File: config.mk
export PLATFORM = sky130hd
export DESIGN_NAME = pnp_card_ctrl
export DESIGN_NICKNAME = d
export VERILOG_FILES = /design/src/rtl/pnp_cfg_pkg.sv /design/src/rtl/pnp_card_fsm.sv /design/src/rtl/pnp_ldev_regs.sv /design/src/rtl/pnp_range_resp.sv /design/src/rtl/pnp_card_ctrl.sv
export SDC_FILE = /design/constraint.sdc
export NUM_CORES = 1
export LEC_CHECK = 0
export ABC_AREA = 1
export CAP_MARGIN = 20
export CORE_ASPECT_RATIO = 0.6
export CORE_UTILIZATION = 50
export CTS_BUF_LIST = sky130_fd_sc_hd__clkbuf_8
export DETAILED_ROUTE_END_ITERATION = 7
export PLACE_DENSITY_LB_ADDON = 0.15
export SYNTH_ARGS = -nofsm -noshare
export SYNTH_HDL_FRONTEND = slang
export SYNTH_SLANG_ARGS = --single-unit
File: constraint.sdc
create_clock -name clk -period 1.7 [get_ports clk]
set_input_delay 0.255 -clock clk [delete_from_list [all_inputs] [get_ports clk]]
set_output_delay 0.255 -clock clk [all_outputs]
set_load 0.02 [all_outputs]
File: src/rtl/pnp_cfg_pkg.sv
package pnp_cfg_pkg;
  typedef enum logic [1:0] {
    ST_WAIT_KEY = 2'd0,
    ST_SLEEP    = 2'd1,
    ST_ISOL     = 2'd2,
    ST_CONFIG   = 2'd3
  } card_st_e;

  localparam logic [7:0] IDX_CTRL   = 8'h02;
  localparam logic [7:0] IDX_WAKE   = 8'h03;
  localparam logic [7:0] IDX_RES    = 8'h04;
  localparam logic [7:0] IDX_STAT   = 8'h05;
  localparam logic [7:0] IDX_CSN    = 8'h06;
  localparam logic [7:0] IDX_LDN    = 8'h07;
  localparam logic [7:0] IDX_ACT    = 8'h30;
  localparam logic [7:0] IDX_RCHK   = 8'h31;

  localparam logic [7:0] PAT_SET    = 8'h55;
  localparam logic [7:0] PAT_CLR    = 8'hAA;
endpackage

File: src/rtl/pnp_card_fsm.sv
module pnp_card_fsm
  import pnp_cfg_pkg::*;
#(
  parameter int PTR_W = 8
) (
  input  logic             clk,
  input  logic             rst,
  input  logic             key_seen,
  input  logic             wr_ev,
  input  logic [7:0]       idx,
  input  logic [7:0]       wdata,
  input  logic             res_adv,
  output card_st_e         state,
  output logic [7:0]       csn,
  output logic [PTR_W-1:0] ptr,
  output logic             dev_clr
);
  logic live_wr;
  logic wake_hit;

  assign live_wr  = wr_ev && (state != ST_WAIT_KEY);
  assign wake_hit = live_wr && (idx == IDX_WAKE) && (state == ST_SLEEP) && (wdata == csn);
  assign dev_clr  = live_wr && (idx == IDX_CTRL) && wdata[0];

  always_ff @(posedge clk) begin
    if (rst) begin
      state <= ST_WAIT_KEY;
      csn   <= '0;
      ptr   <= '0;
    end else begin
      if (state == ST_WAIT_KEY && key_seen) state <= ST_SLEEP;
      if (res_adv) ptr <= ptr + 1'b1;
      if (live_wr) begin
        case (idx)
          IDX_CTRL: begin
            if (wdata[1]) state <= ST_WAIT_KEY;
            if (wdata[2]) csn   <= '0;
          end
          IDX_CSN: csn <= wdata;
          default: ;
        endcase
      end
      if (wake_hit) begin
        state <= (wdata == 8'h00) ? ST_ISOL : ST_CONFIG;
        ptr   <= '0;
      end
    end
  end

  assert_key_exit_R2: assert property (@(posedge clk) disable iff (rst)
    (state == ST_WAIT_KEY && !key_seen) |=> (state == ST_WAIT_KEY));
  assert_waitkey_csn_R2: assert property (@(posedge clk) disable iff (rst)
    (state == ST_WAIT_KEY) |=> $stable(csn));
  assert_wake_isol_R3: assert property (@(posedge clk) disable iff (rst)
    (wr_ev && idx == IDX_WAKE && state == ST_SLEEP && wdata == csn && wdata == 8'h00)
    |=> (state == ST_ISOL));
  assert_wake_ptr_R3: assert property (@(posedge clk) disable iff (rst)
    (wr_ev && idx == IDX_WAKE && state == ST_SLEEP && wdata == csn) |=> (ptr == '0));
  assert_ctrl_wait_R5: assert property (@(posedge clk) disable iff (rst)
    (wr_ev && state != ST_WAIT_KEY && idx == IDX_CTRL && wdata[1]) |=> (state == ST_WAIT_KEY));
endmodule

File: src/rtl/pnp_ldev_regs.sv
module pnp_ldev_regs
  import pnp_cfg_pkg::*;
#(
  parameter int NUM_DEV = 2,
  parameter int LDN_W   = 1
) (
  input  logic               clk,
  input  logic               rst,
  input  logic               cfg_wr,
  input  logic [7:0]         idx,
  input  logic [7:0]         wdata,
  input  logic               dev_clr,
  output logic [LDN_W-1:0]   ldn,
  output logic [NUM_DEV-1:0] act,
  output logic [NUM_DEV-1:0] rc_en,
  output logic [NUM_DEV-1:0] rc55
);
  generate
    if (NUM_DEV > 1) begin : g_multi
      always_ff @(posedge clk) begin
        if (rst) ldn <= '0;
        else if (cfg_wr && idx == IDX_LDN && int'(wdata) < NUM_DEV)
          ldn <= wdata[LDN_W-1:0];
      end
    end else begin : g_single
      assign ldn = '0;
    end
  endgenerate

  for (genvar d = 0; d < NUM_DEV; d++) begin : g_dev
    logic sel;
    assign sel = (int'(ldn) == d);

    always_ff @(posedge clk) begin
      if (rst || dev_clr) begin
        act[d]   <= 1'b0;
        rc_en[d] <= 1'b0;
        rc55[d]  <= 1'b0;
      end else if (cfg_wr && sel) begin
        if (idx == IDX_ACT && !rc_en[d]) act[d] <= wdata[0];
        if (idx == IDX_RCHK) begin
          rc_en[d] <= wdata[1];
          rc55[d]  <= wdata[0];
        end
      end
    end

    assert_act_locked_R7: assert property (@(posedge clk) disable iff (rst)
      (rc_en[d] && cfg_wr && idx == IDX_ACT) |=> $stable(act[d]));
    assert_devclr_R5: assert property (@(posedge clk) disable iff (rst)
      dev_clr |=> (!act[d] && !rc_en[d]));
  end
endmodule

File: src/rtl/pnp_range_resp.sv
module pnp_range_resp
  import pnp_cfg_pkg::*;
#(
  parameter int NUM_DEV = 2
) (
  input  logic               clk,
  input  logic               rst,
  input  logic [NUM_DEV-1:0] io_hit,
  input  logic [NUM_DEV-1:0] act,
  input  logic [NUM_DEV-1:0] rc_en,
  input  logic [NUM_DEV-1:0] rc55,
  output logic               io_drive,
  output logic [7:0]         io_data
);
  logic       any_hit;
  logic [7:0] pat;

  always_comb begin
    any_hit = 1'b0;
    pat     = 8'h00;
    for (int d = NUM_DEV - 1; d >= 0; d--) begin
      if (io_hit[d] && rc_en[d] && !act[d]) begin
        any_hit = 1'b1;
        pat     = rc55[d] ? PAT_SET : PAT_CLR;
      end
    end
  end

  always_ff @(posedge clk) begin
    if (rst) begin
      io_drive <= 1'b0;
      io_data  <= 8'h00;
    end else begin
      io_drive <= any_hit;
      io_data  <= any_hit ? pat : 8'h00;
    end
  end

  assert_pattern_R9: assert property (@(posedge clk) disable iff (rst)
    io_drive |-> (io_data == PAT_SET || io_data == PAT_CLR));
  assert_drive_cause_R9: assert property (@(posedge clk) disable iff (rst)
    (io_hit == '0) |=> !io_drive);
endmodule

File: src/rtl/pnp_card_ctrl.sv
module pnp_card_ctrl
  import pnp_cfg_pkg::*;
#(
  parameter int NUM_DEV = 2,
  parameter int PTR_W   = 8
) (
  input  logic               clk,
  input  logic               rst,
  input  logic               key_seen,
  input  logic               bus_idx_we,
  input  logic               bus_wr,
  input  logic               bus_rd,
  input  logic [7:0]         bus_wdata,
  output logic [7:0]         bus_rdata,
  input  logic               res_valid,
  input  logic [7:0]         res_byte,
  output logic [PTR_W-1:0]   res_ptr,
  input  logic [NUM_DEV-1:0] io_hit,
  output logic               io_drive,
  output logic [7:0]         io_data,
  output logic [1:0]         card_state
);
  localparam int LDN_W = (NUM_DEV > 1) ? $clog2(NUM_DEV) : 1;

  logic [7:0]         idx_q;
  card_st_e           state;
  logic [7:0]         csn;
  logic               dev_clr;
  logic               res_adv;
  logic [LDN_W-1:0]   ldn;
  logic [NUM_DEV-1:0] act, rc_en, rc55;

  always_ff @(posedge clk) begin
    if (rst) idx_q <= '0;
    else if (bus_idx_we) idx_q <= bus_wdata;
  end

  assign res_adv = bus_rd && idx_q == IDX_RES && res_valid;

  pnp_card_fsm #(.PTR_W(PTR_W)) fsm_i (
    .clk(clk), .rst(rst), .key_seen(key_seen), .wr_ev(bus_wr),
    .idx(idx_q), .wdata(bus_wdata), .res_adv(res_adv),
    .state(state), .csn(csn), .ptr(res_ptr), .dev_clr(dev_clr)
  );

  pnp_ldev_regs #(.NUM_DEV(NUM_DEV), .LDN_W(LDN_W)) ldev_i (
    .clk(clk), .rst(rst), .cfg_wr(bus_wr && state == ST_CONFIG),
    .idx(idx_q), .wdata(bus_wdata), .dev_clr(dev_clr),
    .ldn(ldn), .act(act), .rc_en(rc_en), .rc55(rc55)
  );

  pnp_range_resp #(.NUM_DEV(NUM_DEV)) resp_i (
    .clk(clk), .rst(rst), .io_hit(io_hit), .act(act), .rc_en(rc_en),
    .rc55(rc55), .io_drive(io_drive), .io_data(io_data)
  );

  always_ff @(posedge clk) begin
    if (rst) bus_rdata <= 8'h00;
    else if (bus_rd) begin
      case (idx_q)
        IDX_RES:  bus_rdata <= res_valid ? res_byte : 8'h00;
        IDX_STAT: bus_rdata <= {7'b0, res_valid};
        IDX_CSN:  bus_rdata <= csn;
        IDX_LDN:  bus_rdata <= 8'(ldn);
        IDX_ACT:  bus_rdata <= {7'b0, act[ldn] && !rc_en[ldn]};
        IDX_RCHK: bus_rdata <= {6'b0, rc_en[ldn], rc55[ldn]};
        default:  bus_rdata <= 8'h00;
      endcase
    end
  end

  assign card_state = state;

  assert_ptr_step_R10: assert property (@(posedge clk) disable iff (rst)
    (bus_rd && idx_q == IDX_RES && !res_valid && !bus_wr) |=> $stable(res_ptr));
  assert_act_read_R7: assert property (@(posedge clk) disable iff (rst)
    (bus_rd && idx_q == IDX_ACT) |=> (bus_rdata[7:1] == 7'b0));
endmodule

Word level (Yosys, flattened, before mapping). Index checks and enable logic that the tools add are counted.

Bits in registers: 50.

Add/sub/neg operators: 1. $lt $le $gt $ge: 2. Equality and inequality tests: 12. Mux-type cells: 22. Bitwise operators: 2. Reduce and logical (&&, ||, !) cells: 38.

Operators with widths (number): two-way mux 8 bit (6); case mux 8 bit (6 select lines) (1); equality test 8 x 3 -> 1 bit, second input constant (4); logical AND 1 bit (21); equality test 8 x 2 -> 1 bit, second input constant (2); equality test 8 x 6 -> 1 bit, second input constant (2); case mux 8 bit (2 select lines) (1); two-way mux 2 bit (5); two-way mux 1 bit (9); adder 8 x 1 -> 8 bit, second input constant (1); equality test 8 bit (1); logical NOT 8 bit (1); < comparator 8 x 2 -> 1 bit, second input constant (1); AND reduction 2 bit (4); logical NOT 1 bit (5); nonzero test 2 bit (2); OR reduction 2 bit (2); AND reduction 3 bit (1); equality test 2 x 1 -> 1 bit, second input constant (1); equality test 2 bit, second input constant (1); logical NOT 2 bit (1); < comparator 1 x 2 -> 1 bit, second input constant (1); != test 2 bit, second input constant (1); NOT 1 bit (2); logical OR 1 bit (1).

Logic depth before layout (Yosys ltp). Gate-level depths: netlist (run 1).

Word-level depth: 7. Depth in mapped cells: 12. Depth with buffers taken out: 11.

Hierarchy. Synthesis (run 1) repeated with hierarchy kept, for this count alone.

Cells, all modules: 432. Area, all modules: 2836.5 µm².

Modules (own cells, without submodules): pnp_card_fsm (instances 1, cells an instance 182, area an instance 1132.3 µm², seq. area each 360.3 µm²); pnp_card_ctrl (instances 1, cells an instance 147, area an instance 1044.8 µm², seq. area each 320.3 µm²); pnp_ldev_regs (instances 1, cells an instance 81, area an instance 475.5 µm², seq. area each 140.1 µm²); pnp_range_resp (instances 1, cells an instance 22, area an instance 183.9 µm², seq. area each 60.1 µm²).

Worst setup path before layout (run 1). Ideal clock, no wire load.

Path kind: register to register. Start: register fsm_i.state[0]. End: register fsm_i.ptr[1]. Library setup time: 0.126 ns. Arrival: 1.336 ns. Data required time: 1.574 ns. Slack: 0.238 ns. Stages on the path, launching flop included: 8. Path buffers: 0. Clock period less this slack: 1.462 ns. Cells stage by stage: dfxtp_1 > nand2_1 > nand2_2 > nand4_1 > nor2_1 > nand2_1 > nand2_1 > a21oi_1.

Cells in the longest elaborated chain, start to end: 6. Elaborated cells between the ends (all ways): 7.

Ends and longest elaborated chain: from (decl) (line pnp_card_fsm.sv:13) `output card_st_e state,`; from (signal assigned) (line pnp_card_fsm.sv:44) `state <= (wdata == 8'h00) ? ST_ISOL : ST_CONFIG;`; nonzero test 2 bit (line pnp_card_fsm.sv:21) `assign live_wr = wr_ev && (state != ST_WAIT_KEY);`; logical AND 1 bit (line pnp_card_fsm.sv:21); logical AND 1 bit (line pnp_card_fsm.sv:22) `assign wake_hit = live_wr && (idx == IDX_WAKE) && (state == ST_SLEEP) && (wdata == csn);`; logical AND 1 bit * (2 in series) (line pnp_card_fsm.sv:22); OR reduction 2 bit (no source line) *; to (signal assigned) (line pnp_card_fsm.sv:32) `if (res_adv) ptr <= ptr + 1'b1;`; to (decl) (line pnp_card_fsm.sv:15) `output logic [PTR_W-1:0] ptr,`.

Every way passes the cells marked *; elsewhere a longest branch is shown, timed or not. A chain may end at the register's enable or synchronous reset.

Final worst setup path (run 1).
Start: register fsm_i.ptr[4]. End: output res_ptr[4].

RTL lines: to (decl) (line pnp_card_ctrl.sv:17) `output logic [PTR_W-1:0] res_ptr,`.

No word-level cell between the ends.

==> results by group, run 1 <==
Setup path
  – CP endpoint kind: primary output
  – Kind of critical path: reg -> out
  – CP max stage cell: clkdlybuf4s50_1
  – Cell family with most CP delay: buffers and inverters
  – CP bufs+invs: 1
  – Crit-path max cell delay: 0.63 ns
  – Largest fanout on the critical path: 4
  – CP startpoint kind: register
  – Crit path arrival time: 1.35 ns
  – CP required: 1.44 ns
  – Crit-path cells: clkdlybuf4s50_1

Clocking
  – Maximum clock insertion buffer count: 2
  – CTS tree: done
  – Worst-path clk slew: 0.09 ns
  – Post-cts hold buffer count: 0
  – CTS Root Cell: clkbuf_8
  – CTS buffer count: 5
  – H-tree levels: 2
  – Worst-Skew Late Latency: 0.31 ns
  – Clk sinks: 44

STA
  – Clock Skew: 0.00839 ns
  – Tightest Pin Transition: 0.478 ns
  – Endpoints failing hold: 0
  – Worst rel slew slack: 68.1%
  – RSZ-0062 raised after global routing: yes
  – Setup ws final: 0.0971 ns
  – Max Slew Vio Count: 0
  – Final period util: 94.3%
  – Fmax: 624 MHz
  – Final setup viols: 0
  – Setup TNS: 0 ns
  – Clock period minus worst slack: 1.60 ns

Yosys
  – Post-Synthesis Cells: 363
  – Syn Area/Cell: 6.61 um^2
  – Count of cell types in the netlist: 30
  – Post-synthesis sequential area ratio: 36.7%
  – Post-Synthesis Cell Area: 2400 um^2
  – YS warnings: 0
  – Yosys reg bits: 44
  – Mapped Nets: 389

Floorplanning
  – Die footprint: 5090 um^2
  – Core Box Area: 4590 um^2
  – Initial core utilization: 52.3%
  – Die X-Extent: 91.4 um
  – Die height: 55.7 um
  – I/O pins: 52
  – Row count: 19

Drt
  – First-pass DRT Iterations: 5
  – Drt drc: 0
  – Antenna viol nets, final: 0
  – Total routed wirelength: 6.47 mm
  – Wire length on met3: 471 um
  – Initial DRC count: 180
  – WL met1: 3.28 mm
  – Via/cell ratio: 5.16
  – Routed WL per cell: 13.2 um
  – Uppermost layer routed: met4
  – Routed vias: 2,532
  – Met2 WL: 2.70 mm

GRT
  – Antenna violations before repair: 0
  – Grt ovf: 0
  – Vias in the first global route: 2,211
  – First-pass GRT wire length: 10.5 mm
  – Total Routing Usage GR: 26.4%
  – Largest net degree at the start of global routing: 17

Layout
  – Diodes inserted: 0
  – Fin cells: 491
  – Final nets: 453
  – Share of cells above drive strength 1: 11.4%
  – Fillers: 404
  – Area delta synth->final: 32.7%

Placement
  – Placed Instances: 480
  – Port bufs: 51
  – Hpwl dp: 4.73 mm
  – DP Worst Slack: -0.0841 ns
  – Final GP Congestion: 0.877

Outcome
  – Run status: finished clean

Job
  – Max-Cap Viols: 0

Power
  – LEAKAGE: 1.26 nW
  – Power per Cell Area: 678 nW/um^2
  – Peak VDD IR: 0.320 mV

Hold path
  – Hold Crit Class: reg -> reg
-- cell usage in the layout (no fill, tap or decap), types with 3 or more instances in the layout --
cell	synthesis	final
xor2_1	3	3
buf_4	7	20
nand4_1	14	14
nand3_1	14	13
nor3_1	6	6
dfxtp_1	44	44
nor2_1	32	29
o21ai_1	4	4
o21ai_0	14	14
a21oi_1	39	39
clkbuf_8	0	5
nor2_2	2	5
nand2_2	3	4
xnor2_1	3	3
nor2_4	4	4
clkdlybuf4s50_1	0	51
nand2_1	112	110
inv_1	44	44
-- where the power goes --
part	internal [mW]	total, mW	switching, mW	leakage (nW)
combinational	0.122	0.279	0.158	0.847
sequential	1.05	1.06	0.0155	0.357
clock	0.435	0.818	0.383	0.0541
total	1.60	2.16	0.556	1.26
-- synth_stat cells --
cell / instances / area, um^2
a21oi_1: 39 / 195
a31oi_1: 1 / 6.26
buf_2: 1 / 5.00
buf_4: 7 / 52.6
buf_6: 1 / 11.3
clkbuf_1: 4 / 15.0
clkbuf_2: 1 / 5.00
clkinv_2: 1 / 5.00
dfxtp_1: 44 / 881
ha_1: 1 / 12.5
inv_1: 44 / 165
nand2_1: 112 / 420
nand2_2: 3 / 18.8
nand2_4: 1 / 11.3
nand3_1: 14 / 70.1
nand3_2: 1 / 10.0
nand3_4: 2 / 35.0
nand3b_1: 1 / 7.51
nand4_1: 14 / 87.6
nand4_4: 1 / 21.3
nor2_1: 32 / 120
nor2_2: 2 / 12.5
nor2_4: 4 / 45.0
nor3_1: 6 / 30.0
nor4_1: 1 / 6.26
o211ai_1: 1 / 7.51
o21ai_0: 14 / 70.1
o21ai_1: 4 / 20.0
xnor2_1: 3 / 26.3
xor2_1: 3 / 26.3
-- routing by layer --
layer	vias up	track usage, %
met5	-	0
met4	0	6.12
met3	4	4.92
met2	94	37.2
met1	1153	41.2
li1	1281	-
-- state kept, by name, indices dropped and copies added, names as in the netlist --
name and count:
resp_i.io_drive 1, fsm_i.csn 8, ldev_i.rc_en 2, fsm_i.state 2
ldev_i.act 2, resp_i.io_data 2, ldev_i.rc55 2, bus_rdata 8
fsm_i.ptr 8, ldev_i.ldn 1, idx_q 8
-- area by class of cell --
cell class	instances	area [um^2]	share of cell area, %
inverters	45	170	5.34
flip-flops and latches	44	881	27.7
clock buffers	5	68.8	2.16
clock inverters	3	42.5	1.34
multi-input cells	260	1280	40.3
repair buffers	71	661	20.7
well taps	63	78.8	2.48
-- metrics by stage --
step                      cell area (um^2)  total power, mW  util, %  hold slack (ns)
after global routing                  3180             2.24     69.4            0.499
after global placement                3030             1.34     66.0            0.453
after detailed placement              3030             1.34     66.0            0.457
after floorplan                       2400             1.22        -            0.394
final                                 3180             2.16     69.4            0.478
after CTS                             3140             2.14     68.4            0.475
-- final timing paths --
check,start,end,slack [ns],cells past startpoint
worst max register to register,idx_q[5],fsm_i.csn[1],0.15,8
worst min register to register,ldev_i.rc55[0],ldev_i.rc55[0],0.48,2
worst max-delay path,fsm_i.ptr[4],res_ptr[4],0.1,1
worst min-delay path,ldev_i.rc55[0],ldev_i.rc55[0],0.48,2
-- logic make-up (layout without fill, tap and decap cells) --
logic type	after synthesis	after routing	synth area share, %
xor+xnor	6	6	2.19
simple gates	194	194	37.3
flops	44	44	36.7
compound gates	59	59	12.5
buf+inv	59	124	10.8
fa+ha+maj	1	1	0.521
-- repair_timing --
action,CTS,global route
resized for setup,0,7
buffers inserted,0,3
endpoints found under the setup margin,0,12
Note: power is estimated with default switching activity, not from simulation.
==> run 2, diff against run 1 <==
--- a/config.mk
+++ b/config.mk
@@ -8,10 +8,11 @@
 export ABC_AREA = 1
 export CAP_MARGIN = 20
 export CORE_ASPECT_RATIO = 0.6
-export CORE_UTILIZATION = 50
+export CORE_UTILIZATION = 45
 export CTS_BUF_LIST = sky130_fd_sc_hd__clkbuf_8
 export DETAILED_ROUTE_END_ITERATION = 7
 export PLACE_DENSITY_LB_ADDON = 0.15
+export RECOVER_POWER = 50
 export SYNTH_ARGS = -nofsm -noshare
 export SYNTH_HDL_FRONTEND = slang
 export SYNTH_SLANG_ARGS = --single-unit
==> run 2 against run 1 <==
Utilization down 8.1 points. Sequential share of layout area is 0.50 points higher. Cell area decreased by 1.8%. Register-to-register slack hardly changed. Clock power fell by 2%. Non-clock buffer count fell by 4. Critical endpoint is now res_ptr[5]. Largest power group unchanged. Highest routed layer unchanged.
==> results by group, run 2 (same netlist as run 1, synthesis figures left out) <==
Job
  – Max-Cap Viols: 0 (unchanged)

Drt
  – Total routed wirelength: 6.31 mm (-2.5%)
  – Routed WL per cell: 12.9 um (-2.3%)
  – Initial DRC count: 168 (-6.7%)
  – Drt drc: 0 (unchanged)
  – Routed vias: 2,484 (-1.9%)
  – Via/cell ratio: 5.07 (-1.7%)
  – First-pass DRT Iterations: 5 (unchanged)
  – Antenna viol nets, final: 0 (unchanged)

Layout
  – Register area: 881 um^2 (unchanged)
  – Most common cell after layout, fill and taps aside: nand2_1
  – Area delta synth->final: 30.3%
  – Diodes inserted: 0 (unchanged)
  – Fillers: 482 (+19%)
  – Share of cells above drive strength 1: 9.43% (-2.0 points)
  – Final nets: 449 (-0.88%)
  – Most frequent cells in the layout: 112 x nand2_1, 44 x inv_1, 44 x dfxtp_1, 44 x clkdlybuf4s50_1, 39 x a21oi_1
  – Multi-input gate area: 1260 um^2 (-1.8%)

GRT
  – Antenna violations before repair: 0 (unchanged)
  – Total Routing Usage GR: 24.8% (-1.6 points)
  – Largest net degree at the start of global routing: 17 (unchanged)
  – First-pass GRT wire length: 10.4 mm (-1.0%)
  – Vias in the first global route: 2,165 (-2.1%)
  – Grt ovf: 0 (unchanged)

Placement
  – Hpwl dp: 4.78 mm (+1.1%)
  – Final GP Congestion: 0.868 (-1.0%)
  – Port bufs: 51 (unchanged)

Power
  – LEAKAGE: 1.24 nW (-1.1%)
  – Power per Cell Area: 680 nW/um^2 (+0.25%)
  – Total Power: 2.13 mW (-1.5%)
  – Peak VDD IR: 0.434 mV (+35%)

Setup path
  – CP endpoint kind: primary output
  – CP startpoint kind: register
  – CP required: 1.44 ns (about the same)
  – CP max stage cell: clkdlybuf4s50_1
  – Crit path arrival time: 1.35 ns (about the same)
  – Reg2reg setup slack: 0.14 ns (about the same)
  – Crit-path max cell delay: 0.64 ns (about the same)
  – Cell family with most CP delay: buffers and inverters
  – Largest fanout on the critical path: 4 (unchanged)
  – Kind of critical path: reg -> out
  – Crit-path cells: clkdlybuf4s50_1
  – CP bufs+invs: 1 (unchanged)

Clocking
  – Worst-Skew Late Latency: 0.30 ns (about the same)
  – Post-cts hold buffer count: 0 (unchanged)
  – CTS Root Cell: clkbuf_8
  – Maximum clock insertion buffer count: 2 (unchanged)
  – CTS tree: done
  – Worst-path clk slew: 0.08 ns (about the same)
  – Post-CTS setup buffers: 0 (unchanged)
  – H-tree levels: 2 (unchanged)
  – CTS buffer count: 5 (unchanged)
  – Clk sinks: 44 (unchanged)
  – Resize count post-CTS: 0 (unchanged)

Floorplanning
  – I/O pins: 52 (unchanged)
  – Die footprint: 5640 um^2 (+11%)
  – Core Box Area: 5100 um^2 (+11%)
  – Row count: 20 (+1)
  – Die height: 58.6 um (+5.2%)
  – Die X-Extent: 96.3 um (+5.3%)
  – Initial core utilization: 47.0% (-5.3 points)

STA
  – Clock period minus worst slack: 1.61 ns (+0.00681 ns)
  – Worst rel slew slack: 68.7% (+0.63 points)
  – Final setup viols: 0 (unchanged)
  – Final period util: 94.7% (+0.40 points)
  – Tightest Pin Transition: 0.469 ns (-0.00942 ns)
  – Fmax: 621 MHz (-0.42%)
  – Endpoints failing hold: 0 (unchanged)
  – Setup TNS: 0 ns (unchanged)
  – Max Slew Vio Count: 0 (unchanged)
  – Clock Skew: 0.00456 ns (-0.00383 ns)

Hold path
  – Hold Crit Class: reg -> reg

Outcome
  – Run status: finished clean
## run 2: changes by cell type in the layout (fill, tap and decap cells not counted), sizes merged
cell           delta
buf               -5
clkdlybuf4s50     -7
clkinvlp          -1
clkbuf            +1
inv               +1
dlygate4sd3       +7
## run 2: final timing paths
kind	from	end	depth (start not counted)
worst max-delay path	fsm_i.ptr[5]	res_ptr[5]	1
worst min-delay path	ldev_i.rc55[0]	ldev_i.rc55[0]	2
worst max register to register	idx_q[3]	fsm_i.csn[4]	8
worst min register to register	ldev_i.rc55[0]	ldev_i.rc55[0]	2
## run 2: layout make-up
type / instances / share of cell area (%)
repair buffers: 67 / 20.0
clock buffers: 5 / 2.20
clock inverters: 3 / 1.24
well taps: 66 / 2.64
inverters: 45 / 5.44
multi-input cells: 260 / 40.3
flip-flops and latches: 44 / 28.2
## run 2: routing by layer
metal  part of all wire (%)  track usage (%)
met1                     51             38.5
met2                     39             33.3
met3                    9.3             5.94
met4                    1.1             7.04
met5                      0                0
## run 2: power by group
part,switching [mW],internal [mW]
registers,0.0143,1.05
clock network,0.371,0.431
logic,0.153,0.111
## run 2: through the flow
| stage | utilization [%] | hold slack [ns] | std cells | area [um^2] | setup slack (ns) |
|---|---|---|---|---|---|
| floorplan | - | 0.394 | 363 | 2400 | 0.238 |
| global placement | 59.2 | 0.454 | 482 | 3020 | -0.0401 |
| global route | 61.3 | 0.497 | 490 | 3130 | -0.00346 |
| detailed placement | 59.2 | 0.456 | 482 | 3020 | -0.131 |
| CTS | 61.3 | 0.469 | 490 | 3130 | 0.0900 |
| finish | 61.3 | 0.468 | 490 | 3130 | 0.0903 |
